`src/rtl/euler_pkg.sv`:
```
package euler_pkg;

  typedef enum logic [2:0] {
    MS_NONE,
    MS_3X,
    MS_UDX,
    MS_M1M2,
    MS_3Y,
    MS_M4DX
  } mul_sel_t;

  typedef enum logic [2:0] {
    AS_NONE,
    AS_XADD,
    AS_XLT,
    AS_YADD,
    AS_USUB,
    AS_FSUB
  } alu_sel_t;

  typedef enum logic [1:0] {
    OP_ADD,
    OP_SUB,
    OP_LT
  } alu_op_t;

  typedef enum logic [2:0] {
    ST_READ,
    ST_P0,
    ST_P1,
    ST_P2,
    ST_P3,
    ST_P4,
    ST_P5,
    ST_WRITE
  } state_t;

  function automatic alu_op_t alu_op_of(alu_sel_t s);
    case (s)
      AS_XLT:  return OP_LT;
      AS_USUB: return OP_SUB;
      AS_FSUB: return OP_SUB;
      default: return OP_ADD;
    endcase
  endfunction

endpackage

```
`src/rtl/euler_mul.sv`:
```
module euler_mul #(
  parameter int W    = 32,
  parameter int FRAC = 16
) (
  input  logic [W-1:0] op_a,
  input  logic [W-1:0] op_b,
  output logic [W-1:0] prod
);
  localparam int PW = 2 * W;

  logic signed [PW-1:0] a_ext;
  logic signed [PW-1:0] b_ext;
  logic signed [PW-1:0] full;

  always_comb begin
    a_ext = $signed({{W{op_a[W-1]}}, op_a});
    b_ext = $signed({{W{op_b[W-1]}}, op_b});
    full  = a_ext * b_ext;
    prod  = full[FRAC +: W];
  end
endmodule

```
`src/rtl/euler_alu.sv`:
```
module euler_alu
  import euler_pkg::*;
#(
  parameter int W = 32
) (
  input  alu_op_t      op,
  input  logic [W-1:0] op_a,
  input  logic [W-1:0] op_b,
  output logic [W-1:0] res,
  output logic         lt
);
  always_comb begin
    lt = ($signed(op_a) < $signed(op_b));
    case (op)
      OP_SUB:  res = op_a - op_b;
      OP_LT:   res = {{(W-1){1'b0}}, lt};
      default: res = op_a + op_b;
    endcase
  end
endmodule

```
`src/rtl/euler_ctrl.sv`:
```
module euler_ctrl
  import euler_pkg::*;
(
  input  logic     clk,
  input  logic     rst,
  input  logic     start,
  input  logic     c_flag,
  output mul_sel_t mul_sel,
  output alu_sel_t alu_sel,
  output logic     load,
  output logic     commit,
  output logic     wr,
  output logic     done
);
  state_t state, nxt;

  always_comb begin
    nxt     = state;
    mul_sel = MS_NONE;
    alu_sel = AS_NONE;
    load    = 1'b0;
    commit  = 1'b0;
    wr      = 1'b0;
    case (state)
      ST_READ: if (start) begin load = 1'b1; nxt = ST_P0; end
      ST_P0:   begin mul_sel = MS_3X;   alu_sel = AS_XADD; nxt = ST_P1; end
      ST_P1:   begin mul_sel = MS_UDX;  alu_sel = AS_XLT;  nxt = ST_P2; end
      ST_P2:   begin mul_sel = MS_M1M2; alu_sel = AS_YADD; nxt = ST_P3; end
      ST_P3:   begin mul_sel = MS_3Y;   alu_sel = AS_USUB; nxt = ST_P4; end
      ST_P4:   begin mul_sel = MS_M4DX;                    nxt = ST_P5; end
      ST_P5:   begin
        alu_sel = AS_FSUB;
        commit  = 1'b1;
        nxt     = c_flag ? ST_P0 : ST_WRITE;
      end
      ST_WRITE: begin wr = 1'b1; nxt = ST_READ; end
      default:  nxt = ST_READ;
    endcase
  end

  always_ff @(posedge clk) begin
    if (rst) begin
      state <= ST_READ;
      done  <= 1'b0;
    end else begin
      state <= nxt;
      if (load)    done <= 1'b0;
      else if (wr) done <= 1'b1;
    end
  end

  // a pass always walks its six steps in order, whatever start does
  assert_pass_order_R5: assert property (@(posedge clk) disable iff (rst)
    (state == ST_P2) |=> (state == ST_P3));

  assert_p4_to_p5_R5: assert property (@(posedge clk) disable iff (rst)
    (state == ST_P4) |=> (state == ST_P5));

  // done only rises on leaving the write-out state
  assert_done_src_R5: assert property (@(posedge clk) disable iff (rst)
    $rose(done) |-> ($past(state) == ST_WRITE));

  // done holds while no start arrives
  assert_done_hold_R6: assert property (@(posedge clk) disable iff (rst)
    (done && !start) |=> done);

  // start during a run does not bring the engine back to idle
  assert_busy_start_R7: assert property (@(posedge clk) disable iff (rst)
    (state == ST_P0 && start) |=> (state == ST_P1));

endmodule

```
`src/rtl/euler_datapath.sv`:
```
module euler_datapath
  import euler_pkg::*;
#(
  parameter int W    = 32,
  parameter int FRAC = 16
) (
  input  logic         clk,
  input  logic         rst,
  input  mul_sel_t     mul_sel,
  input  alu_sel_t     alu_sel,
  input  logic         load,
  input  logic         commit,
  input  logic         wr,
  input  logic [W-1:0] x_in,
  input  logic [W-1:0] y_in,
  input  logic [W-1:0] u_in,
  input  logic [W-1:0] dx_in,
  input  logic [W-1:0] a_in,
  output logic         c_flag,
  output logic [W-1:0] y_out
);
  localparam logic [W-1:0] THREE = W'(3) << FRAC;

  logic [W-1:0] x_q, y_q, u_q, dx_q, a_q;
  logic [W-1:0] xn_q, yn_q, s_q;
  logic [W-1:0] m1_q, m2_q, m3_q, m4_q, m5_q;

  logic [W-1:0] ma, mb, mp;
  logic [W-1:0] aa, ab, ares;
  logic         alt;
  alu_op_t      aop;

  always_comb begin
    case (mul_sel)
      MS_3X:   begin ma = THREE; mb = x_q;  end
      MS_UDX:  begin ma = u_q;   mb = dx_q; end
      MS_M1M2: begin ma = m1_q;  mb = m2_q; end
      MS_3Y:   begin ma = THREE; mb = y_q;  end
      MS_M4DX: begin ma = m4_q;  mb = dx_q; end
      default: begin ma = '0;    mb = '0;   end
    endcase
  end

  always_comb begin
    aop = alu_op_of(alu_sel);
    case (alu_sel)
      AS_XADD: begin aa = x_q;  ab = dx_q; end
      AS_XLT:  begin aa = xn_q; ab = a_q;  end
      AS_YADD: begin aa = y_q;  ab = m2_q; end
      AS_USUB: begin aa = u_q;  ab = m3_q; end
      AS_FSUB: begin aa = s_q;  ab = m5_q; end
      default: begin aa = '0;   ab = '0;   end
    endcase
  end

  euler_mul #(.W(W), .FRAC(FRAC)) u_mul (.op_a(ma), .op_b(mb), .prod(mp));
  euler_alu #(.W(W)) u_alu (.op(aop), .op_a(aa), .op_b(ab), .res(ares), .lt(alt));

  always_ff @(posedge clk) begin
    if (rst) begin
      x_q <= '0; y_q <= '0; u_q <= '0; dx_q <= '0; a_q <= '0;
      xn_q <= '0; yn_q <= '0; s_q <= '0;
      m1_q <= '0; m2_q <= '0; m3_q <= '0; m4_q <= '0; m5_q <= '0;
      c_flag <= 1'b0;
      y_out  <= '0;
    end else begin
      if (load) begin
        x_q <= x_in; y_q <= y_in; u_q <= u_in; dx_q <= dx_in; a_q <= a_in;
      end
      case (mul_sel)
        MS_3X:   m1_q <= mp;
        MS_UDX:  m2_q <= mp;
        MS_M1M2: m3_q <= mp;
        MS_3Y:   m4_q <= mp;
        MS_M4DX: m5_q <= mp;
        default: ;
      endcase
      case (alu_sel)
        AS_XADD: xn_q   <= ares;
        AS_XLT:  c_flag <= alt;
        AS_YADD: yn_q   <= ares;
        AS_USUB: s_q    <= ares;
        default: ;
      endcase
      if (commit) begin
        x_q <= xn_q;
        y_q <= yn_q;
        u_q <= ares;
      end
      if (wr) y_out <= y_q;
    end
  end

  // working state moves only on a load or a commit
  assert_x_hold_R7: assert property (@(posedge clk) disable iff (rst)
    !(load || commit) |=> $stable(x_q));

  assert_u_hold_R7: assert property (@(posedge clk) disable iff (rst)
    !(load || commit) |=> $stable(u_q));

  // the result port moves only at write-out
  assert_yout_hold_R6: assert property (@(posedge clk) disable iff (rst)
    !wr |=> $stable(y_out));

endmodule

```
`src/rtl/euler_ode_engine.sv`:
```
module euler_ode_engine
  import euler_pkg::*;
#(
  parameter int W    = 32,
  parameter int FRAC = 16
) (
  input  logic         clk,
  input  logic         rst,
  input  logic         start,
  input  logic [W-1:0] x_in,
  input  logic [W-1:0] y_in,
  input  logic [W-1:0] u_in,
  input  logic [W-1:0] dx_in,
  input  logic [W-1:0] a_in,
  output logic [W-1:0] y_out,
  output logic         done
);
  mul_sel_t mul_sel;
  alu_sel_t alu_sel;
  logic     load, commit, wr, c_flag;

  euler_ctrl u_ctrl (
    .clk(clk), .rst(rst), .start(start), .c_flag(c_flag),
    .mul_sel(mul_sel), .alu_sel(alu_sel),
    .load(load), .commit(commit), .wr(wr), .done(done)
  );

  euler_datapath #(.W(W), .FRAC(FRAC)) u_dp (
    .clk(clk), .rst(rst),
    .mul_sel(mul_sel), .alu_sel(alu_sel),
    .load(load), .commit(commit), .wr(wr),
    .x_in(x_in), .y_in(y_in), .u_in(u_in), .dx_in(dx_in), .a_in(a_in),
    .c_flag(c_flag), .y_out(y_out)
  );
endmodule

```
`config.mk`:
```
export PLATFORM = sky130hd
export DESIGN_NAME = euler_ode_engine
export DESIGN_NICKNAME = d
export VERILOG_FILES = /design/src/rtl/euler_pkg.sv /design/src/rtl/euler_mul.sv /design/src/rtl/euler_alu.sv /design/src/rtl/euler_ctrl.sv /design/src/rtl/euler_datapath.sv /design/src/rtl/euler_ode_engine.sv
export SDC_FILE = /design/constraint.sdc
export NUM_CORES = 2
export LEC_CHECK = 0
export BUFFER_PORTS_ARGS = -buffer_cell sky130_fd_sc_hd__buf_4
export CAP_MARGIN = 20
export CORE_ASPECT_RATIO = 1.1
export CORE_UTILIZATION = 65
export DETAILED_ROUTE_END_ITERATION = 6
export PLACE_DENSITY_LB_ADDON = 0.05
export SETUP_SLACK_MARGIN = 0.05
export SYNTH_ARGS = -nofsm -noshare
export SYNTH_HDL_FRONTEND = slang
export SYNTH_SLANG_ARGS = --single-unit
```
`constraint.sdc`:
```
create_clock -name clk -period 14.6 [get_ports clk]
set_input_delay 2.19 -clock clk [delete_from_list [all_inputs] [get_ports clk]]
set_output_delay 2.19 -clock clk [all_outputs]
set_load 0.05 [all_outputs]
```
; Word level (Yosys, flattened, before mapping)
; Cells that the tools add are included.
[totals]
ff_bits = 453
latch_bits = 0
mem_bits_rw = 0
rom_bits = 0
wordCells = 68
mem_count = 0
[classes]
n_addsub = 2
multipliers = 1
div_mod_pow = 0
n_lt_le_gt_ge = 1
eq_ne = 20
shifts = 0
muxes = 21
bitwise = 0
reduce_logical = 6
[ops]
columns = op, count
row1 = $pmux 32 s5, 2
row2 = $pmux 32 s4, 2
row3 = $mux 32, 6
row4 = $pmux 32 s2, 1
row5 = $mul 32x32->48, 1
row6 = $add 32x32->32, 1
row7 = $lt 32x32->1, 1
row8 = $sub 32x32->32, 1
row9 = $pmux 3 s5, 2
row10 = $eq 3x3->1 const B, 8
row11 = $pmux 3 s8, 1
row12 = $eq 3x2->1 const B, 6
row13 = $eq 3x1->1 const B, 3
row14 = $reduce_or 2->1, 4
row15 = $mux 3, 2
row16 = $mux 1, 4
row17 = $pmux 2 s2, 1
row18 = $logic_not 3->1, 1
row19 = $eq 2x1->1 const B, 1
row20 = $eq 2x2->1 const B, 1
row21 = $ne 2x2->1 const B, 1
row22 = $reduce_bool 2->1, 1

; Logic depth before layout (Yosys ltp)
[depth]
ltp_word = 8
depth_mapped = 40
ltp_nobuf = 32

; By module
; From an unflattened synthesis, not the netlist that was laid out.
[unflattened]
cells_unflattened = 6172
area_unflattened_um2 = 53622.7
[by_module_without_submodules]
columns = mod, instances, cells_each, area_each_um2, seq_area_each_um2
row1 = euler_mul, 1, 3116, 28798.9, 0.0
row2 = euler_datapath, 1, 2430, 20753.7, 8988.6
row3 = euler_alu, 1, 596, 3816.2, 0.0
row4 = euler_ctrl, 1, 30, 254.0, 80.1

; Worst setup path after synthesis
; Ideal clock, no wire load.
[synth_path]
path_type = flip-flop to flip-flop
start = register u_ctrl.state[0]
end = register u_dp.m1_q[29]
setup_ns = 0.120
t_arrival_ns = 8.715
required_ns = 14.480
setup_slack_ns = 5.765
path_stages_with_launch = 37
n_path_buf = 9
synth_period_minus_slack_ns = 8.835
cell_sequence = dfxtp_1 > buf_4 > buf_4 > buf_4 > buf_4 > buf_2 > buf_1 > a21oi_1 > a21oi_1 > o21a_1 > clkbuf_1 > buf_1 > nand2_1 > fa_1 > inv_1 > fa_1 > fa_1 > inv_1 > fa_1 > inv_1 > fa_1 > inv_1 > fa_1 > inv_1 > fa_1 > fa_1 > ha_1 > a2111oi_0 > o21ai_0 > a21oi_1 > nor2_1 > a211oi_2 > nor3_1 > o32a_1 > a41o_1 > buf_2 > a211o_1
[synth_between]
elab_chain_cells = 6
[synth_lines]
columns = element, line
row1 = from (decl), euler_ctrl.sv:15  ; state_t state, nxt;
row2 = from (signal assigned), euler_ctrl.sv:46  ; state <= nxt;
row3 = "$eq 3x3->1, or another cell as far along", euler_ctrl.sv:24  ; case (state)
row4 = $pmux 3 s5 *, euler_ctrl.sv:24
row5 = "$eq 3x1->1, or another cell as far along", "euler_datapath.sv:34, euler_datapath.sv:70"
row6 = $reduce_or 2->1 (no source line), -
row7 = $pmux 32 s4, euler_datapath.sv:34  ; case (mul_sel)
row8 = $mul 32x32->48, euler_mul.sv:18  ; full = a_ext * b_ext;
row9 = to (signal assigned), euler_datapath.sv:71  ; MS_3X: m1_q <= mp;
row10 = to (decl), euler_datapath.sv:26  ; logic [W-1:0] m1_q, m2_q, m3_q, m4_q, m5_q;
; Mark *: on every way between the ends. The rest lies on a longest branch, timed or not.
; A chain may end at the register's enable or synchronous reset.

; Final worst setup path
[layout_path]
start = register u_ctrl.state[1]
end = register u_dp.m3_q[26]
[layout_between]
elab_chain_cells = 6
[layout_lines]
columns = element, line
row1 = "$eq 3x3->1, or another cell as far along", euler_ctrl.sv:24
row2 = $pmux 3 s5 *, euler_ctrl.sv:24
row3 = "$eq 3x1->1, or another cell as far along", euler_datapath.sv:34
row4 = $reduce_or 2->1 (no source line), -
row5 = $pmux 32 s4, euler_datapath.sv:34
row6 = $mul 32x32->48, euler_mul.sv:18
row7 = to (signal assigned), euler_datapath.sv:73  ; MS_M1M2: m3_q <= mp;
row8 = to (decl), euler_datapath.sv:26
; Marked as above.

==> run_results.csv <==
group,metric,value,unit
timing,fin_crit,10960,ps
die,die_x,273,um
setup_path,setup.worst_path.start,"u_ctrl.state[1]$_SDFFE_PP0P_",
grt,grt_max_degree,110,
pwr,ir_worst_vdd,111,uV
timing,clock_skew,29.1,ps
clock_network,post_cts_resized,0,
pwr,p_sw_share,36.4,%
setup_path,crit_path_end_kind,"flip-flop",
pwr,p_leak,23.8,nW
outcome,status,"complete, but fails checks",
layout,drive_gt1_share,7.79,%
routing,wl_per_cell,25.9,um
setup_path,cpPeakStageDelay,960,ps
timing,finalSetupTns,0,ps
clock_network,hold_buffers,0,
logic_synthesis,synth_nets,7628,
clock_network,cts_buffers,44,
place,dp_cells,7347,
setup_path,cp.required,15040,ps
logic_synthesis,syn_area,52400,um^2
die,row_count,108,
pwr,clockPowerShare,33.4,%
grt,grt_pass1_vias,47200,
worst_hold_path,hold_path_startpoint,"u_dp.y_out[4]$_SDFFE_PP0P_",
die,die_height,300,um
routing,drcViolationCount,13,
logic_synthesis,ys_types,88,
setup_path,crit_top_cell,"fa_1",
layout,syn2layout_area_growth,7.33,%
pwr,powerDensity,62.2,nW/um^2
clock_network,root_buffer,"clkbuf_16",
routing,vias,47300,
outcome,violations,"design-rule violations",
die,ios,196,
clock_network,path_clk_slew,70,ps
clock_network,post_cts_buffers,0,
place,dp_hpwl,145000,um
setup_path,cp_max_fo,61,
layout,postLayoutCoreUtil,70.9,%
timing,hold_viol,0,
place,gp_congestion,1.05,
routing,dr.pass1.iters,7,
die,dieArea,81800,um^2
layout,final_common_cell,"nand2_1",
logic_synthesis,yosysSeqAreaShare,17.3,%
logic_synthesis,synth_seq_cells,453,
worst_hold_path,hp-class,"flip-flop to flip-flop",
timing,drv_slew,0,
setup_path,crit_type,"flip-flop to flip-flop",
clock_network,cts_max_level,2,
layout,final_cell_mix,"1,274 x nand2_1, 892 x inv_1, 840 x fa_1, 546 x nor2_1, 501 x a21oi_1",
grt,gr-total-overflow,0,
pwr,p_sw,0.00127,W
die,coreArea,79300,um^2
logic_synthesis,synth_edf_count,0,
clock_network,clock_latency,580,ps
timing,layout_worst_path_cycle_share,75.1,%
logic_synthesis,ys_async_sr_fraction,0,%
place,dpl_cell_area,54800,um^2
routing,wl,192000,um
setup_path,cp.arrival,11390,ps
routing,postRouteAntennaNets,0,
timing,timing.hold.ws,455,ps
place,port-buffer-count,195,
clock_network,clockBufferDepth,3,
layout,finalInstanceArea,56300,um^2
timing,relSlewSlack,17.8,%
setup_path,crit_path_start_kind,"flip-flop",
clock_network,cts.sinks,453,
grt,grt_pass1_wl,289000,um
logic_synthesis,synth-main-ff-cell,"dfxtp_1",
routing,vias_per_cell,6.37,
pwr,p_int,0.00223,W
grt,grt_usage,47.4,%
grt,antenna_found_initial,3,
die,start_util,66.1,%
pwr,pwr-share-comb,27.6,%
logic_synthesis,netlist_instances,6397,
worst_hold_path,holdPathStages,2,
timing,setup_viol,0,
layout,nNetsFinal,7580,
timing,fmax,91.3,MHz
layout,final_cell_count_no_fill,7428,
logic_synthesis,ys_warn_count,0,
timing,worstMarginPinSlew,1230,ps
timing,rsz0062_at_grt,"no",
setup_path,worst_path_max_delay_cell,"dfxtp_4",
setup_path,reg2reg_from,"u_ctrl.state[1]$_SDFFE_PP0P_",
routing,drtIter0Drc,5170,
pwr,pwr-share-seq,39.0,%
clock_network,cts_tree,"yes",
flow_run,maxCapViolations,0,
setup_path,rr_worst_depth,25,
logic_synthesis,syn_avg_cell_area,8.19,um^2
power by group through the flow:
stage / combinational, W / sequential, W / clock (W)
2_1_floorplan: 0.000585 / 0.00134 / 0
3_3_place_gp: 0.000921 / 0.00139 / 0
3_5_place_dp: 0.000923 / 0.00139 / 0
4_1_cts: 0.000931 / 0.00136 / 0.00116
5_1_grt: 0.00102 / 0.00136 / 0.00121
6_report: 0.000967 / 0.00137 / 0.00117
logic make-up (layout without fill, tap and decap cells):
logic type      after synthesis  count (layout)  share of synthesized area (%)
compound gates             1241            1241                           15.2
flops                       453             453                           17.3
xor+xnor                     68              68                           1.18
mux                         160             160                           3.10
buf+inv                    1320            1304                           9.57
simple gates               2087            2087                           16.1
other cells                   0               2                              0
fa+ha+maj                  1068            1068                           37.5
cell type report:
class | count | area (um^2)
Clock inverter | 14 | 179
Fill cell | 6438 | 23100
Tap cell | 1045 | 1310
Sequential cell | 453 | 9080
Multi-Input combinational cell | 4624 | 38600
Antenna cell | 2 | 5.00
Clock buffer | 64 | 1240
Inverter | 895 | 3360
Timing Repair Buffer | 331 | 2510
stage by stage:
step / total power [W] / worst slack [ps]
after floorplan: 0.00192 / 5760
after global placement: 0.00231 / 4290
after CTS: 0.00345 / 3950
after global routing: 0.00359 / 3290
after detailed placement: 0.00231 / 4090
final: 0.00350 / 3640
critical path, delay by kind of cell (launching register included):
family | cells | cell delay [ps]
flops | 1 | 960
simple gates | 6 | 2090
fa+ha+maj | 9 | 4560
compound gates | 6 | 2480
buf+inv | 4 | 690
synthesized netlist by cell type (10+ instances only):
library cell / n / area, um^2
a211oi_1: 44 / 330
nor2_1: 551 / 2070
xnor2_1: 54 / 473
nand2_1: 1274 / 4780
nor2b_1: 42 / 263
nand3_1: 47 / 235
clkbuf_1: 359 / 1350
o21bai_1: 19 / 143
o31ai_1: 20 / 150
o22a_1: 18 / 158
o211ai_1: 10 / 75.1
and3_1: 20 / 125
o21a_1: 53 / 398
xor2_1: 12 / 105
buf_2: 18 / 90.1
and2_1: 37 / 231
dfxtp_1: 453 / 9070
o221ai_1: 28 / 245
a21o_1: 35 / 263
buf_1: 38 / 143
a21oi_1: 501 / 2510
fa_1: 840 / 16800
o21ai_1: 23 / 115
nand4_1: 20 / 125
nand2b_1: 19 / 119
mux2i_1: 142 / 1420
a22oi_1: 132 / 991
a31oi_1: 12 / 75.1
a221oi_1: 26 / 228
o22ai_1: 38 / 238
o31a_1: 16 / 140
a221o_1: 26 / 260
nor3_1: 29 / 145
inv_1: 893 / 3350
o21ai_0: 139 / 696
ha_1: 228 / 2850
mux2_2: 18 / 203
worst paths after layout:
kind                                              endpoint  slack (ps)
worst max-delay path            u_dp.m3_q[26]$_SDFFE_PP0N_        3640
worst min-delay path            u_dp.y_out[4]$_SDFFE_PP0P_         450
worst max register to register  u_dp.m3_q[26]$_SDFFE_PP0N_        3640
worst min register to register  u_dp.y_out[4]$_SDFFE_PP0P_         450
routing by layer:
metal | global-route usage (%) | part of all wire (%)
met2 | 71.0 | 43
met3 | 12.8 | 13
met5 | 0 | 0.010
met1 | 59.4 | 35
met4 | 34.0 | 8.9
No activity file was read; power rests on OpenSTA's default activity.
